<file path="src/rtl/ctl3w_pkg.sv">
package ctl3w_pkg;
  typedef enum logic [1:0] {
    XF_FEAT = 2'b00,
    XF_RSV1 = 2'b01,
    XF_STAT = 2'b10,
    XF_RSV3 = 2'b11
  } xfer_e;

  localparam int BYTE_W = 8;
  localparam int PTR_W  = 3;
  localparam logic [4:0] DEV_ID_HI = 5'b00010;
endpackage

</file>
<file path="src/rtl/ctl3w_sync.sv">
module ctl3w_sync #(
  parameter int N = 4
) (
  input  logic         clk,
  input  logic         rst_n,
  input  logic [N-1:0] d,
  output logic [N-1:0] q
);
  for (genvar i = 0; i < N; i++) begin : g_line
    logic s1, s2;
    always_ff @(posedge clk or negedge rst_n) begin
      if (!rst_n) begin
        s1 <= 1'b0;
        s2 <= 1'b0;
      end else begin
        s1 <= d[i];
        s2 <= s1;
      end
    end
    assign q[i] = s2;
  end
endmodule

</file>
<file path="src/rtl/ctl3w_shift.sv">
module ctl3w_shift #(
  parameter int W = 8
) (
  input  logic         clk,
  input  logic         rst_n,
  input  logic         bit_rise,
  input  logic         bit_val,
  input  logic         mode_lvl,
  input  logic         mode_rise,
  output logic         byte_vld,
  output logic [W-1:0] byte_q,
  output logic         is_addr
);
  localparam int CW = $clog2(W);
  localparam logic [CW-1:0] LAST = CW'(W - 1);

  logic [CW-1:0] cnt;
  logic [W-2:0]  sh;

  always_ff @(posedge clk or negedge rst_n) begin
    if (!rst_n) begin
      cnt      <= '0;
      sh       <= '0;
      byte_vld <= 1'b0;
      byte_q   <= '0;
      is_addr  <= 1'b0;
    end else begin
      byte_vld <= 1'b0;
      if (mode_rise) begin
        cnt <= '0;
      end else if (bit_rise) begin
        sh <= {bit_val, sh[W-2:1]};
        if (cnt == LAST) begin
          cnt      <= '0;
          byte_vld <= 1'b1;
          byte_q   <= {bit_val, sh};
          is_addr  <= !mode_lvl;
        end else begin
          cnt <= cnt + 1'b1;
        end
      end
    end
  end

  // a committed byte always follows a sampled bus clock rise
  a_r4_byte_after_edge: assert property (@(posedge clk) disable iff (!rst_n)
    byte_vld |-> $past(bit_rise));
  // a mode rise never completes a byte
  a_r5_partial_dropped: assert property (@(posedge clk) disable iff (!rst_n)
    mode_rise |=> !byte_vld);
endmodule

</file>
<file path="src/rtl/ctl3w_chan.sv">
module ctl3w_chan #(
  parameter int NCH   = 6,
  parameter int VOL_W = 6,
  parameter int SUB_W = 2
) (
  input  logic               clk,
  input  logic               rst_n,
  input  logic               restore,
  input  logic [NCH-1:0]     tgt,
  input  logic               we_vol,
  input  logic               we_sub,
  input  logic               we_flg,
  input  logic [VOL_W-1:0]   vol_in,
  input  logic [SUB_W-1:0]   sub_in,
  input  logic               mute_in,
  input  logic               sil_in,
  input  logic               inv_in,
  output logic [NCH*VOL_W-1:0] vol_flat,
  output logic [NCH*SUB_W-1:0] sub_flat,
  output logic [NCH-1:0]     mute_v,
  output logic [NCH-1:0]     sil_v,
  output logic [NCH-1:0]     inv_v
);
  for (genvar c = 0; c < NCH; c++) begin : g_ch
    logic [VOL_W-1:0] vol_r;
    logic [SUB_W-1:0] sub_r;
    logic mute_r, sil_r, inv_r;

    always_ff @(posedge clk or negedge rst_n) begin
      if (!rst_n) begin
        vol_r  <= '0;
        sub_r  <= '0;
        mute_r <= 1'b0;
        sil_r  <= 1'b1;
        inv_r  <= 1'b0;
      end else if (restore) begin
        vol_r  <= '0;
        sub_r  <= '0;
        mute_r <= 1'b0;
        sil_r  <= 1'b1;
        inv_r  <= 1'b0;
      end else if (tgt[c]) begin
        if (we_vol) vol_r <= vol_in;
        if (we_sub) sub_r <= sub_in;
        if (we_flg) begin
          mute_r <= mute_in;
          sil_r  <= sil_in;
          inv_r  <= inv_in;
        end
      end
    end

    assign vol_flat[c*VOL_W +: VOL_W] = vol_r;
    assign sub_flat[c*SUB_W +: SUB_W] = sub_r;
    assign mute_v[c] = mute_r;
    assign sil_v[c]  = sil_r;
    assign inv_v[c]  = inv_r;
  end

  // a field write with no target channel leaves every channel untouched
  a_r12_no_target_hold: assert property (@(posedge clk) disable iff (!rst_n)
    (we_vol || we_sub || we_flg) && (tgt == '0) && !restore |=>
      $stable(vol_flat) && $stable(sub_flat) && $stable(mute_v) && $stable(sil_v) && $stable(inv_v));
endmodule

</file>
<file path="src/rtl/ctl3w_regbank.sv">
module ctl3w_regbank
  import ctl3w_pkg::*;
#(
  parameter int NCH   = 6,
  parameter int VOL_W = 6,
  parameter int SUB_W = 2
) (
  input  logic                 clk,
  input  logic                 rst_n,
  input  logic                 bus_mode,
  input  logic                 bus_clk,
  input  logic                 bus_data,
  input  logic                 addr_sel,
  output logic [1:0]           sys_clk_sel,
  output logic [2:0]           in_fmt,
  output logic                 quick_mute,
  output logic                 power_on,
  output logic [2:0]           deemph,
  output logic [NCH*VOL_W-1:0] vol_flat,
  output logic [NCH*SUB_W-1:0] subvol_flat,
  output logic [NCH-1:0]       mute_vec,
  output logic [NCH-1:0]       silence_vec,
  output logic [NCH-1:0]       invert_vec
);
  localparam int NLINE = 4;

  logic [NLINE-1:0] line_s;
  logic mode_s, clk_s, data_s, sel_s;
  logic mode_d, clk_d;

  ctl3w_sync #(.N(NLINE)) u_sync (
    .clk   (clk),
    .rst_n (rst_n),
    .d     ({addr_sel, bus_data, bus_clk, bus_mode}),
    .q     (line_s)
  );
  assign {sel_s, data_s, clk_s, mode_s} = line_s;

  always_ff @(posedge clk or negedge rst_n) begin
    if (!rst_n) begin
      mode_d <= 1'b0;
      clk_d  <= 1'b0;
    end else begin
      mode_d <= mode_s;
      clk_d  <= clk_s;
    end
  end

  logic              byte_vld, is_addr;
  logic [BYTE_W-1:0] byte_q;

  ctl3w_shift #(.W(BYTE_W)) u_shift (
    .clk       (clk),
    .rst_n     (rst_n),
    .bit_rise  (clk_s && !clk_d),
    .bit_val   (data_s),
    .mode_lvl  (mode_s),
    .mode_rise (mode_s && !mode_d),
    .byte_vld  (byte_vld),
    .byte_q    (byte_q),
    .is_addr   (is_addr)
  );

  // Address and command decode
  logic             selected, all_ch;
  xfer_e            xfer;
  logic [PTR_W-1:0] ptr;
  logic [1:0]       field;
  logic data_byte, stat_cmd, feat_cmd, stat_main, restore;
  logic we_vol, we_sub, we_flg, we_ptr;
  logic [NCH-1:0] tgt;

  assign field     = byte_q[7:6];
  assign data_byte = byte_vld && !is_addr && selected;
  assign stat_cmd  = data_byte && (xfer == XF_STAT);
  assign feat_cmd  = data_byte && (xfer == XF_FEAT);
  assign stat_main = stat_cmd && !byte_q[7];
  assign restore   = stat_main && byte_q[6];
  assign we_vol    = feat_cmd && (field == 2'b00);
  assign we_sub    = feat_cmd && (field == 2'b01);
  assign we_flg    = feat_cmd && (field == 2'b10);
  assign we_ptr    = feat_cmd && (field == 2'b11);

  always_comb begin
    for (int c = 0; c < NCH; c++) begin
      tgt[c] = all_ch || (ptr == PTR_W'(c));
    end
  end

  always_ff @(posedge clk or negedge rst_n) begin
    if (!rst_n) begin
      selected    <= 1'b0;
      xfer        <= XF_RSV1;
      all_ch      <= 1'b1;
      ptr         <= '0;
      sys_clk_sel <= '0;
      in_fmt      <= '0;
      quick_mute  <= 1'b0;
      power_on    <= 1'b1;
      deemph      <= '0;
    end else begin
      if (byte_vld && is_addr) begin
        selected <= (byte_q[7:2] == {DEV_ID_HI, sel_s});
        xfer     <= xfer_e'(byte_q[1:0]);
      end
      if (stat_main && !byte_q[6]) begin
        sys_clk_sel <= byte_q[5:4];
        in_fmt      <= byte_q[3:1];
      end
      if (stat_cmd && field == 2'b10) begin
        quick_mute <= byte_q[1];
        power_on   <= byte_q[0];
      end else if (restore) begin
        quick_mute <= 1'b0;
        power_on   <= 1'b1;
      end
      if (restore) begin
        deemph <= '0;
      end else if (we_flg && all_ch) begin
        deemph <= byte_q[5:3];
      end
      if (we_ptr) begin
        all_ch <= byte_q[3];
        ptr    <= byte_q[2:0];
      end
    end
  end

  ctl3w_chan #(.NCH(NCH), .VOL_W(VOL_W), .SUB_W(SUB_W)) u_chan (
    .clk      (clk),
    .rst_n    (rst_n),
    .restore  (restore),
    .tgt      (tgt),
    .we_vol   (we_vol),
    .we_sub   (we_sub),
    .we_flg   (we_flg),
    .vol_in   (byte_q[VOL_W-1:0]),
    .sub_in   (byte_q[SUB_W-1:0]),
    .mute_in  (byte_q[2]),
    .sil_in   (byte_q[1]),
    .inv_in   (byte_q[0]),
    .vol_flat (vol_flat),
    .sub_flat (subvol_flat),
    .mute_v   (mute_vec),
    .sil_v    (silence_vec),
    .inv_v    (invert_vec)
  );

  // data bytes while deselected change no output
  a_r3_ignore_unselected: assert property (@(posedge clk) disable iff (!rst_n)
    byte_vld && !is_addr && !selected |=>
      $stable(vol_flat) && $stable(sys_clk_sel) && $stable(power_on) && $stable(deemph));
  // soft reset restores defaults
  a_r8_restore_defaults: assert property (@(posedge clk) disable iff (!rst_n)
    restore |=> power_on && !quick_mute && (vol_flat == '0) && (deemph == '0) && (&silence_vec));
  // soft reset keeps clock and format settings
  a_r8_keep_clock: assert property (@(posedge clk) disable iff (!rst_n)
    restore |=> $stable(sys_clk_sel) && $stable(in_fmt));
  // power bit follows the committed status byte
  a_r7_power_write: assert property (@(posedge clk) disable iff (!rst_n)
    stat_cmd && (field == 2'b10) |=> power_on == $past(byte_q[0]));
endmodule

</file>
<file path="config.mk">
export PLATFORM = sky130hd
export DESIGN_NAME = ctl3w_regbank
export DESIGN_NICKNAME = d
export VERILOG_FILES = /design/src/rtl/ctl3w_pkg.sv /design/src/rtl/ctl3w_sync.sv /design/src/rtl/ctl3w_shift.sv /design/src/rtl/ctl3w_chan.sv /design/src/rtl/ctl3w_regbank.sv
export SDC_FILE = /design/constraint.sdc
export NUM_CORES = 1
export LEC_CHECK = 0
export ABC_AREA = 1
export BUFFER_PORTS_ARGS = -buffer_cell sky130_fd_sc_hd__buf_2
export CAP_MARGIN = 20
export CORE_ASPECT_RATIO = 0.6
export CORE_MARGIN = 10
export CORE_UTILIZATION = 50
export CTS_CLUSTER_SIZE = 25
export DETAILED_ROUTE_END_ITERATION = 7
export PLACE_DENSITY_LB_ADDON = 0.05
export RECOVER_POWER = 25
export SYNTH_ARGS = -nofsm -noshare
export SYNTH_HDL_FRONTEND = slang
export SYNTH_HIERARCHICAL = 1
export SYNTH_SLANG_ARGS = --single-unit
</file>
<file path="constraint.sdc">
create_clock -name clk -period 4.3 [get_ports clk]
set_clock_uncertainty 0.2 [all_clocks]
set_input_delay 0.43 -clock clk [delete_from_list [all_inputs] [get_ports clk]]
set_output_delay 0.43 -clock clk [all_outputs]
set_load 0.01 [all_outputs]
</file>
==> impl_summary.log, run 1 <==
INFO  metric holdPathStages = 0
INFO  metric placed_cell_area = 5390 µm²
INFO  metric final_period_minus_worst_setup_slack = 3060 ps
INFO  metric layout.cells.most_common = sky130_fd_sc_hd__nand2_1
INFO  metric pin_count = about 80
INFO  metric cts_max_level = 4
INFO  metric critical_path_fanouts_max = 70
INFO  metric p_per_area = 433 nW/µm²
INFO  metric setup_viol_count_final = 0
INFO  metric reg2reg_slack = about 1500 ps
INFO  metric arrival = 3030 ps
INFO  metric routabilityCongestion = ~0.85
INFO  metric die_area = 14800 µm²
INFO  metric leakagePower = 3.43 nW
INFO  metric global_route.usage.total = between 15 and 20%
INFO  metric synth-main-ff-cell = sky130_fd_sc_hd__dfrtp_1
INFO  metric area_of_all_sequential_standard_cells = 2840 µm²
INFO  metric vias_in_the_first_global_route = 4044
INFO  metric peakVddDrop = 317 µV
INFO  metric violations_in_the_final_reports = max-capacitance violations, max-slew violations
INFO  metric max_incr_delay_on_cp = 1390 ps
INFO  metric timing.critical_path.required = 4280 ps
INFO  metric r2r.worst_path.cells = 8
INFO  metric core.rowCount = 28
INFO  metric number_of_synthesized_flops_with_an_enable_pin = 0
INFO  metric syn-mean-instance-area = about 9.1 µm²
INFO  metric cts.repair_timing.setup_buffer_count = 0
INFO  metric crit_chain = dlygate4sd3_1, clkbuf_1, clkbuf_2
INFO  metric worst_hold_path_type = flip-flop to flip-flop
INFO  metric r2r_end = u_chan/g_ch[1].sil_r$_DFFE_PN1P_
INFO  metric seq_power_share = 41.9%
INFO  metric holdPathEnd = u_sync/g_line[1].s2$_DFF_PN0_
INFO  metric postRouteWirelength = 13300 µm
INFO  metric place.port_buffers = 81
INFO  metric syn_to_final_growth = 18.7%
INFO  metric placeableCoreArea = 9910 µm²
INFO  metric cts_made_buffers = 17
INFO  metric nNetsFinal = 639
INFO  metric worstSetupEndpointType = asynchronous set/reset pin
INFO  metric reg2reg_from = u_shift/byte_q[6]$_DFFE_PN0P_
INFO  metric combinational_power_share = 2.2%
INFO  metric power_switching_share = 20.3%
INFO  metric vias_per_cell = 5.42
INFO  metric fill_cells = slightly below 900
INFO  metric tritoncts_num_sinks = around 110
INFO  metric tritoncts_clock_tree = built
INFO  metric min_from = u_sync/g_line[1].s1$_DFF_PN0_
INFO  metric ys_types = 25
INFO  metric synthCells = 565
INFO  metric grt_pass1_wl = 21900 µm
INFO  metric drtIter0Drc = 265
INFO  metric fmaxAchievable = 0.327 GHz
INFO  metric finalCritPeriodShare = 71.1%
INFO  metric maxSlewHeadroom = -15.5%
INFO  metric fin_util = 61.4%
INFO  metric worstPathBufferInverterCount = 3
INFO  metric pwr-share-clk = 55.8%
INFO  metric setup_repair_after_global_routing_missed_its_margin = no
INFO  metric synth.yosys.seq_area_share = a little under three fifths
INFO  metric clk_transition_reported_paths = 50 ps
INFO  metric timing_worst_slew_pin_value = approximately 1700 ps
INFO  metric vias = 4219
INFO  metric clock_path_buffers = 2
INFO  metric hold_slack = between 100 and 150 ps
INFO  metric start_kind = input pin
INFO  metric antenna-diode-count = 0
INFO  metric synth_async_sr_flop_share = between 90% and 100%
INFO  metric final_antenna_net_count = 0
INFO  metric mappedNetlistNets = 573
INFO  metric combined_area_of_the_multi_input_logic_cells = 1800 µm²
INFO  metric p_switching = around 540 µW
INFO  metric post_route_setup_tns = 0 ps
INFO  metric largest_net_degree_at_the_start_of_global_routing = between 80 and 90
INFO  metric cts-root-buf = sky130_fd_sc_hd__clkbuf_16
INFO  metric worstSkewPairLatency = 400 ps
INFO  metric synth-seq-cells = roughly 110
INFO  metric die_wd = roughly 150 µm
INFO  metric timing.max_cap.violations = 1
INFO  metric synth_area = 5130 µm²
INFO  metric grt-ovfl-total = 0
INFO  metric power.internal = 2.10 mW
INFO  metric result_of_the_run = finished with violations
INFO  metric finalHoldViolations = 0
INFO  metric postLayoutCellArea = 6090 µm²
INFO  metric critical_path_class = input pin to asynchronous set/reset pin
INFO  metric cp_top_family = buffers and inverters
INFO  metric synth.top_cell.area_share = 50.7%
INFO  metric dp.final_hpwl = ~8700 µm
INFO  metric floorplan.initialDensity = around half
INFO  metric final-max-slew-violation-count = 71
INFO  metric yosys_warnings = 6
INFO  metric die-height = 98.5 µm
INFO  metric drc = 0
INFO  metric finalPower = 2.64 mW
INFO  metric synth_area_leaders = sky130_fd_sc_hd__dfrtp_1 (51%), sky130_fd_sc_hd__nand2_1 (16%), sky130_fd_sc_hd__nand4_1 (9.5%), sky130_fd_sc_hd__dfstp_2 (4.6%), sky130_fd_sc_hd__buf_4 (3.5%)
INFO  metric routed_wirelength_normalized_by_instance_count = 17.1 µm
INFO  metric drive_above_1_share = between 20% and 30%
INFO  metric post-synth-top-area-cell = sky130_fd_sc_hd__dfrtp_1
INFO  metric most-common-layout-cells = sky130_fd_sc_hd__nand2_1 (212), sky130_fd_sc_hd__dfrtp_1 (104), sky130_fd_sc_hd__buf_2 (80), sky130_fd_sc_hd__nand4_1 (78), sky130_fd_sc_hd__nand3_1 (23)
INFO  metric critPathSlowestCell = sky130_fd_sc_hd__clkbuf_2
INFO  metric grt_antenna_before_repair = 0
INFO  metric drtPass1Iterations = 5
-- kinds of logic (layout without fill, tap and decap cells) --
kind of cell    after synthesis  count (layout)  share of synthesized area [%]
flops                       113             113                           55.4
buf+inv                      79             158                           9.64
fa+ha+maj                     2               2                          0.488
compound gates               33              33                           3.29
simple gates                338             338                           31.2
-- power groups by stage --
stage | Combinational [mW] | Clock (mW) | Sequential [mW]
final | 0.0590 | 1.47 | 1.11
after global routing | 0.0699 | 1.55 | 1.11
after CTS | 0.0605 | 1.49 | 1.11
after detailed placement | 0.0567 | 0 | 1.12
after global placement | 0.0554 | 0 | 1.12
after floorplan | 0.0316 | 0 | 1.12
-- sequential cells by signal (all words and copies together), names as in the netlist, 3 cells and up --
name                count
u_shift/cnt             3
u_chan/g_ch.vol_r      36
in_fmt                  3
u_shift/byte_q          8
u_shift/sh              7
u_sync/g_line.s2        4
u_chan/g_ch.mute_r      6
u_sync/g_line.s1        4
u_chan/g_ch.sil_r       6
u_chan/g_ch.inv_r       6
ptr                     3
deemph                  3
u_chan/g_ch.sub_r      12
-- per-layer routing --
layer | vias to the layer above | track usage (%) | routed length [µm]
met1 | 2037 | 26.9 | 6390
met5 | - | 0 | 0
met2 | 170 | 25.5 | 5660
met3 | 5 | 6.07 | 1220
met4 | 0 | 4.57 | 57
li1 | 2007 | - | -
-- stage by stage --
stage / setup slack (ps) / std cells
floorplan: 2460 / 565
global placement: 1630 / 739
detailed placement: 1490 / 739
CTS: 1500 / 775
global route: 745 / 779
finish: 1240 / 779
-- layout make-up --
cell class | instances | area share (%)
repair buffers | 98 | 9.03
clock buffers | 21 | 7.57
multi-input cells | 373 | 29.5
clock inverters | 11 | 2.63
well taps | 135 | 2.78
inverters | 28 | 1.81
flip-flops and latches | 113 | 46.6
-- worst max path at each step --
stage,slack [ps],startpoint,endpoint,cells past startpoint
6_report,1240,rst_n,ptr[0]$_DFFE_PN0P_,3
5_1_grt,750,rst_n,u_chan/g_ch[2].vol_r[5]$_DFFE_PN0P_,3
4_1_cts,1500,u_shift/byte_q[6]$_DFFE_PN0P_,u_chan/g_ch[1].sil_r$_DFFE_PN1P_,8
3_5_place_dp,1490,u_shift/byte_q[6]$_DFFE_PN0P_,u_chan/g_ch[1].sil_r$_DFFE_PN1P_,8
3_3_place_gp,1630,u_shift/byte_q[6]$_DFFE_PN0P_,u_chan/g_ch[0].sil_r$_DFFE_PN1P_,8
2_1_floorplan,2460,u_shift/is_addr$_DFFE_PN0P_,u_chan/g_ch[5].vol_r[0]$_DFFE_PN0P_,9
-- synth_stat cells, types with 3 or more instances --
cell type                 number
sky130_fd_sc_hd__a21oi_1      19
sky130_fd_sc_hd__buf_2        16
sky130_fd_sc_hd__buf_4        24
sky130_fd_sc_hd__buf_6        11
sky130_fd_sc_hd__dfrtp_1     104
sky130_fd_sc_hd__dfstp_2       9
sky130_fd_sc_hd__inv_1        22
sky130_fd_sc_hd__inv_2         4
sky130_fd_sc_hd__nand2_1     212
sky130_fd_sc_hd__nand2_2       3
sky130_fd_sc_hd__nand3_1      23
sky130_fd_sc_hd__nand4_1      78
sky130_fd_sc_hd__nor2_1        8
sky130_fd_sc_hd__nor2_4        4
sky130_fd_sc_hd__o21ai_0      13
-- timing repair --
action	4_1_cts	5_1_grt
gates resized for setup	0	0
endpoints found under the hold margin	4	14
hold buffers	4	1
setup endpoints to repair	0	0
No activity file was read; power rests on OpenSTA's default activity.
==> inputs of run 2 (changes only) <==
--- a/config.mk
+++ b/config.mk
@@ -5,7 +5,7 @@
 export SDC_FILE = /design/constraint.sdc
 export NUM_CORES = 1
 export LEC_CHECK = 0
-export ABC_AREA = 1
+export ABC_AREA = 0
 export BUFFER_PORTS_ARGS = -buffer_cell sky130_fd_sc_hd__buf_2
 export CAP_MARGIN = 20
 export CORE_ASPECT_RATIO = 0.6
==> constraint.sdc (replaced) <==
create_clock -name clk -period 2.89 [get_ports clk]
set_clock_uncertainty 0.2 [all_clocks]
set_input_delay 0.289 -clock clk [delete_from_list [all_inputs] [get_ports clk]]
set_output_delay 0.289 -clock clk [all_outputs]
set_load 0.01 [all_outputs]
==> run 2 against run 1 <==
  * The flow now finishes without violations
  * Utilization grew 0.86 points
  * Non-clock buffer count shrank 1
  * Synthesized cell count shrank 28%
  * Clock-buffer cell count shrank 3
  * Worst setup slack lost 870 ps
  * Largest power group unchanged
  * First-iteration DRC count shrank 41%
  * Cell count shrank 19%
==> impl_summary.log, run 2 <==
INFO  metric critical_path_class = flip-flop to flip-flop (was input pin to asynchronous set/reset pin)
INFO  metric synth_area = 5060 µm² (was 5130 µm²)
INFO  metric p_per_area = 656 nW/µm² (was 433 nW/µm²)
INFO  metric fill_cells = 831 (was 876)
INFO  metric mappedNetlistNets = 412 (was 573)
INFO  metric yosys-top-cells-count = sky130_fd_sc_hd__dfrtp_1 (104), sky130_fd_sc_hd__mux2i_1 (71), sky130_fd_sc_hd__nand2b_1 (70), sky130_fd_sc_hd__buf_4 (22), sky130_fd_sc_hd__nand2_1 (20) (was sky130_fd_sc_hd__nand2_1 (212), sky130_fd_sc_hd__dfrtp_1 (104), sky130_fd_sc_hd__nand4_1 (78), sky130_fd_sc_hd__buf_4 (24), sky130_fd_sc_hd__nand3_1 (23))
INFO  metric cts-hold-fix-buffers = 5 (was 4)
INFO  metric cts-resized-gates = 0 (unchanged)
INFO  metric timing.critical_path.required = 3010 ps (was 4280 ps)
INFO  metric finalCritPeriodShare = roughly 87%
INFO  metric final-max-slew-violation-count = 0 (was 71)
INFO  metric yosys_warnings = 6 (unchanged)
INFO  metric core.rowCount = 28 (unchanged)
INFO  metric cts-root-buf = sky130_fd_sc_hd__clkbuf_16 (unchanged)
INFO  metric start_kind = flip-flop (was input pin)
INFO  metric syn-mean-instance-area = 12.5 µm² (was 9.08 µm²)
INFO  metric critical_path_fanouts_max = 6 (was 70)
INFO  metric post-synth-top-area-cell = sky130_fd_sc_hd__dfrtp_1 (unchanged)
INFO  metric startpoint = u_shift/is_addr$_DFFE_PN0P_ (was rst_n)
INFO  metric vias = 3195 (was 4219)
INFO  metric cts_max_level = 4 (unchanged)
INFO  metric pre_cts_ws = 464 ps (was 1490 ps)
INFO  metric die-height = 98.0 µm (was 98.5 µm)
INFO  metric synth.top_cell.area_share = 51.4% (was 50.7%)
INFO  metric postLayoutCellArea = 6150 µm² (was 6090 µm²)
INFO  metric grt_antenna_before_repair = 0 (unchanged)
INFO  metric ys_types = 37 (was 25)
INFO  metric area_of_all_sequential_standard_cells = 2840 µm² (unchanged)
INFO  metric grt-ovfl-total = 0 (unchanged)
INFO  metric place.port_buffers = 81 (unchanged)
INFO  metric drtPass1Iterations = 4 (was 5)
INFO  metric result_of_the_run = finished, final reports clean (was finished with violations)
INFO  metric clk_transition_reported_paths = 60 ps (was 50 ps)
INFO  metric leakagePower = 3.23 nW (was 3.43 nW)
INFO  metric critPathSlowestCell = sky130_fd_sc_hd__nor3b_1 (was sky130_fd_sc_hd__clkbuf_2)
INFO  metric timing.max_cap.violations = 0 (was 1)
INFO  metric cts.repair_timing.setup_buffer_count = 0 (unchanged)
INFO  metric synth_async_sr_flop_share = 100% (unchanged)
INFO  metric timing.final.ws_setup = 374 ps (was 1240 ps)
INFO  metric arrival = 2640 ps (was 3030 ps)
INFO  metric drtIter0Drc = 157 (was 265)
INFO  metric floorplan.initialDensity = 51.3% (was 51.7%)
INFO  metric postRouteWirelength = 11900 µm (was 13300 µm)
INFO  metric peakVddDrop = 442 µV (was 317 µV)
INFO  metric final_period_minus_worst_setup_slack = 2520 ps
INFO  metric syn_to_final_growth = 21.4% (was 18.7%)
INFO  metric routabilityCongestion = 0.836 (was 0.852)
INFO  metric cp_top_family = simple AND/OR/NAND/NOR gates (was buffers and inverters)
INFO  metric min_from = u_sync/g_line[0].s1$_DFF_PN0_ (was u_sync/g_line[1].s1$_DFF_PN0_)
INFO  metric number_of_synthesized_flops_with_an_enable_pin = 0 (unchanged)
INFO  metric grt_pass1_wl = 19200 µm (was 21900 µm)
INFO  metric synth_area_leaders = sky130_fd_sc_hd__dfrtp_1 (51%), sky130_fd_sc_hd__mux2i_1 (14%), sky130_fd_sc_hd__nand2b_1 (8.6%), sky130_fd_sc_hd__dfstp_2 (4.7%), sky130_fd_sc_hd__mux2_2 (3.8%) (was sky130_fd_sc_hd__dfrtp_1 (51%), sky130_fd_sc_hd__nand2_1 (16%), sky130_fd_sc_hd__nand4_1 (9.5%), sky130_fd_sc_hd__dfstp_2 (4.6%), sky130_fd_sc_hd__buf_4 (3.5%))
INFO  metric biggestRegsByFlops = u_chan/g_ch.vol_r x36, u_chan/g_ch.sub_r x12, u_shift/byte_q x8 (unchanged)
INFO  metric tritoncts_num_sinks = 113 (unchanged)
INFO  metric cts_made_buffers = 17 (unchanged)
INFO  metric maxSlewHeadroom = 9.26% (was -15.5%)
INFO  metric synth.yosys.seq_area_share = 56.1% (was 55.4%)
INFO  metric synth-main-ff-cell = sky130_fd_sc_hd__dfrtp_1 (unchanged)
INFO  metric drc = 0 (unchanged)
INFO  metric routed_wirelength_normalized_by_instance_count = 18.8 µm (was 17.1 µm)
INFO  metric setup_repair_after_global_routing_missed_its_margin = no (unchanged)
INFO  metric setup_viol_count_final = 0 (unchanged)
INFO  metric dp.final_hpwl = 8270 µm (was 8710 µm)
INFO  metric die_area = 14700 µm² (was 14800 µm²)
INFO  metric vias_in_the_first_global_route = 3481 (was 4044)
INFO  metric synthCells = 404 (was 565)
INFO  metric synth-seq-cells = 113 (unchanged)
INFO  metric most-common-layout-cells = sky130_fd_sc_hd__dfrtp_1 (104), sky130_fd_sc_hd__mux2i_1 (71), sky130_fd_sc_hd__nand2b_1 (70), sky130_fd_sc_hd__buf_2 (69), sky130_fd_sc_hd__nand2_1 (20) (was sky130_fd_sc_hd__nand2_1 (212), sky130_fd_sc_hd__dfrtp_1 (104), sky130_fd_sc_hd__buf_2 (80), sky130_fd_sc_hd__nand4_1 (78), sky130_fd_sc_hd__nand3_1 (23))
INFO  metric max_incr_delay_on_cp = 700 ps (was 1390 ps)
INFO  metric global_route.usage.total = 17.0% (was 18.4%)
INFO  metric pin_count = 82 (unchanged)
INFO  metric fmaxAchievable = 0.397 GHz
INFO  metric layout.cells.most_common = sky130_fd_sc_hd__dfrtp_1 (was sky130_fd_sc_hd__nand2_1)
INFO  metric placed_cell_area = 5480 µm² (was 5390 µm²)
INFO  metric tritoncts_clock_tree = built (unchanged)
INFO  metric final_antenna_net_count = 0 (unchanged)
INFO  metric die_wd = 150 µm (was 151 µm)
INFO  metric post_route_setup_tns = 0 ps (unchanged)
INFO  metric finalHoldViolations = 0 (unchanged)
INFO  metric worst_hold_path_type = flip-flop to flip-flop (unchanged)
INFO  metric regMostFlops = u_chan/g_ch.vol_r (unchanged)
INFO  metric nNetsFinal = 492 (was 639)
INFO  metric worstSetupEndpointType = flip-flop (was asynchronous set/reset pin)
INFO  metric timing_worst_slew_pin_value = 1360 ps (was 1730 ps)
INFO  metric combined_area_of_the_multi_input_logic_cells = 1930 µm² (was 1800 µm²)
INFO  metric largest_net_degree_at_the_start_of_global_routing = 54 (was 86)
INFO  metric most_instantiated_library_cell_after_synthesis = sky130_fd_sc_hd__dfrtp_1 (was sky130_fd_sc_hd__nand2_1)
INFO  metric reg2reg_from = u_shift/is_addr$_DFFE_PN0P_ (was u_shift/byte_q[6]$_DFFE_PN0P_)
INFO  metric clock_path_buffers = 2 (unchanged)
INFO  metric largest_register_ff_count = 36 (unchanged)
INFO  metric antenna-diode-count = 0 (unchanged)
INFO  metric vias_per_cell = 5.06 (was 5.42)
INFO  metric crit_chain = nor4bb_1, nand2_1, nor3b_1, and2_1, mux2i_1 (was dlygate4sd3_1, clkbuf_1, clkbuf_2)
INFO  metric drive_above_1_share = 30.6% (was 24.1%)
INFO  metric worstPathBufferInverterCount = 0 (was 3)
INFO  metric placeableCoreArea = 9880 µm² (was 9910 µm²)
INFO  metric worstSkewPairLatency = 410 ps (was 400 ps)
## run 2: cell families (layout without fill, tap and decap cells)
family / after synthesis / count (layout) / share of synthesized area [%]
AOI/OAI and AO/OA: 18 / 18 / 2.25
and+or+nand+nor: 128 / 128 / 14.8
adders and majority gates: 2 / 2 / 0.494
xor gates and xnor gates: 1 / 1 / 0.173
buffers and inverters: 46 / 139 / 6.05
DFF: 113 / 113 / 56.1
muxes: 96 / 96 / 20.2
## run 2: per-layer routing
metal	global-route usage [%]	routed length [µm]	up-vias
met5	0	0	-
met4	6.18	72	0
met3	6.18	686	5
met2	23.7	5230	65
met1	23.5	5910	1622
li1	-	-	1503
## run 2: where the power goes
part / internal [mW] / switching (mW)
Clock: 1.48 / 0.763
Sequential: 1.64 / 0.0405
Combinational: 0.0548 / 0.0560
Total: 3.17 / 0.860
## run 2: cell type report
type,instances,area share (%)
Multi-Input combinational cell,245,31.3
Inverter,10,0.610
Tap cell,135,2.75
Timing Repair Buffer,97,8.67
Sequential cell,113,46.2
Clock buffer,18,7.14
Clock inverter,14,3.34
## run 2: worst paths after layout
path	endpoint	slack (ps)	depth (start not counted)
max in group asynchronous	power_on$_DFFE_PN1P_	1020	3
worst min register to register	u_sync/g_line[0].s2$_DFF_PN0_	150	0
worst max-delay path	u_chan/g_ch[5].sub_r[1]$_DFFE_PN0P_	370	5
worst max register to register	u_chan/g_ch[5].sub_r[1]$_DFFE_PN0P_	370	5
min in group asynchronous	u_sync/g_line[3].s1$_DFF_PN0_	530	2
worst min-delay path	u_sync/g_line[0].s2$_DFF_PN0_	150	0
## run 2: through the flow
step                power [mW]  instances  hold slack [ps]  util [%]
CTS                       4.08        632              148      62.4
global route              4.18        632              154      62.2
floorplan                 1.75        404             -207         -
detailed placement        1.81        595              136      55.4
global placement          1.81        595              132      55.4
finish                    4.03        632              145      62.2
## run 2: worst reg2reg max path, delay by kind of cell (launching register included)
family | cells | cell delay, ps
multiplexers | 1 | 220
AND/OR/NAND/NOR | 4 | 1610
flip-flops | 1 | 400
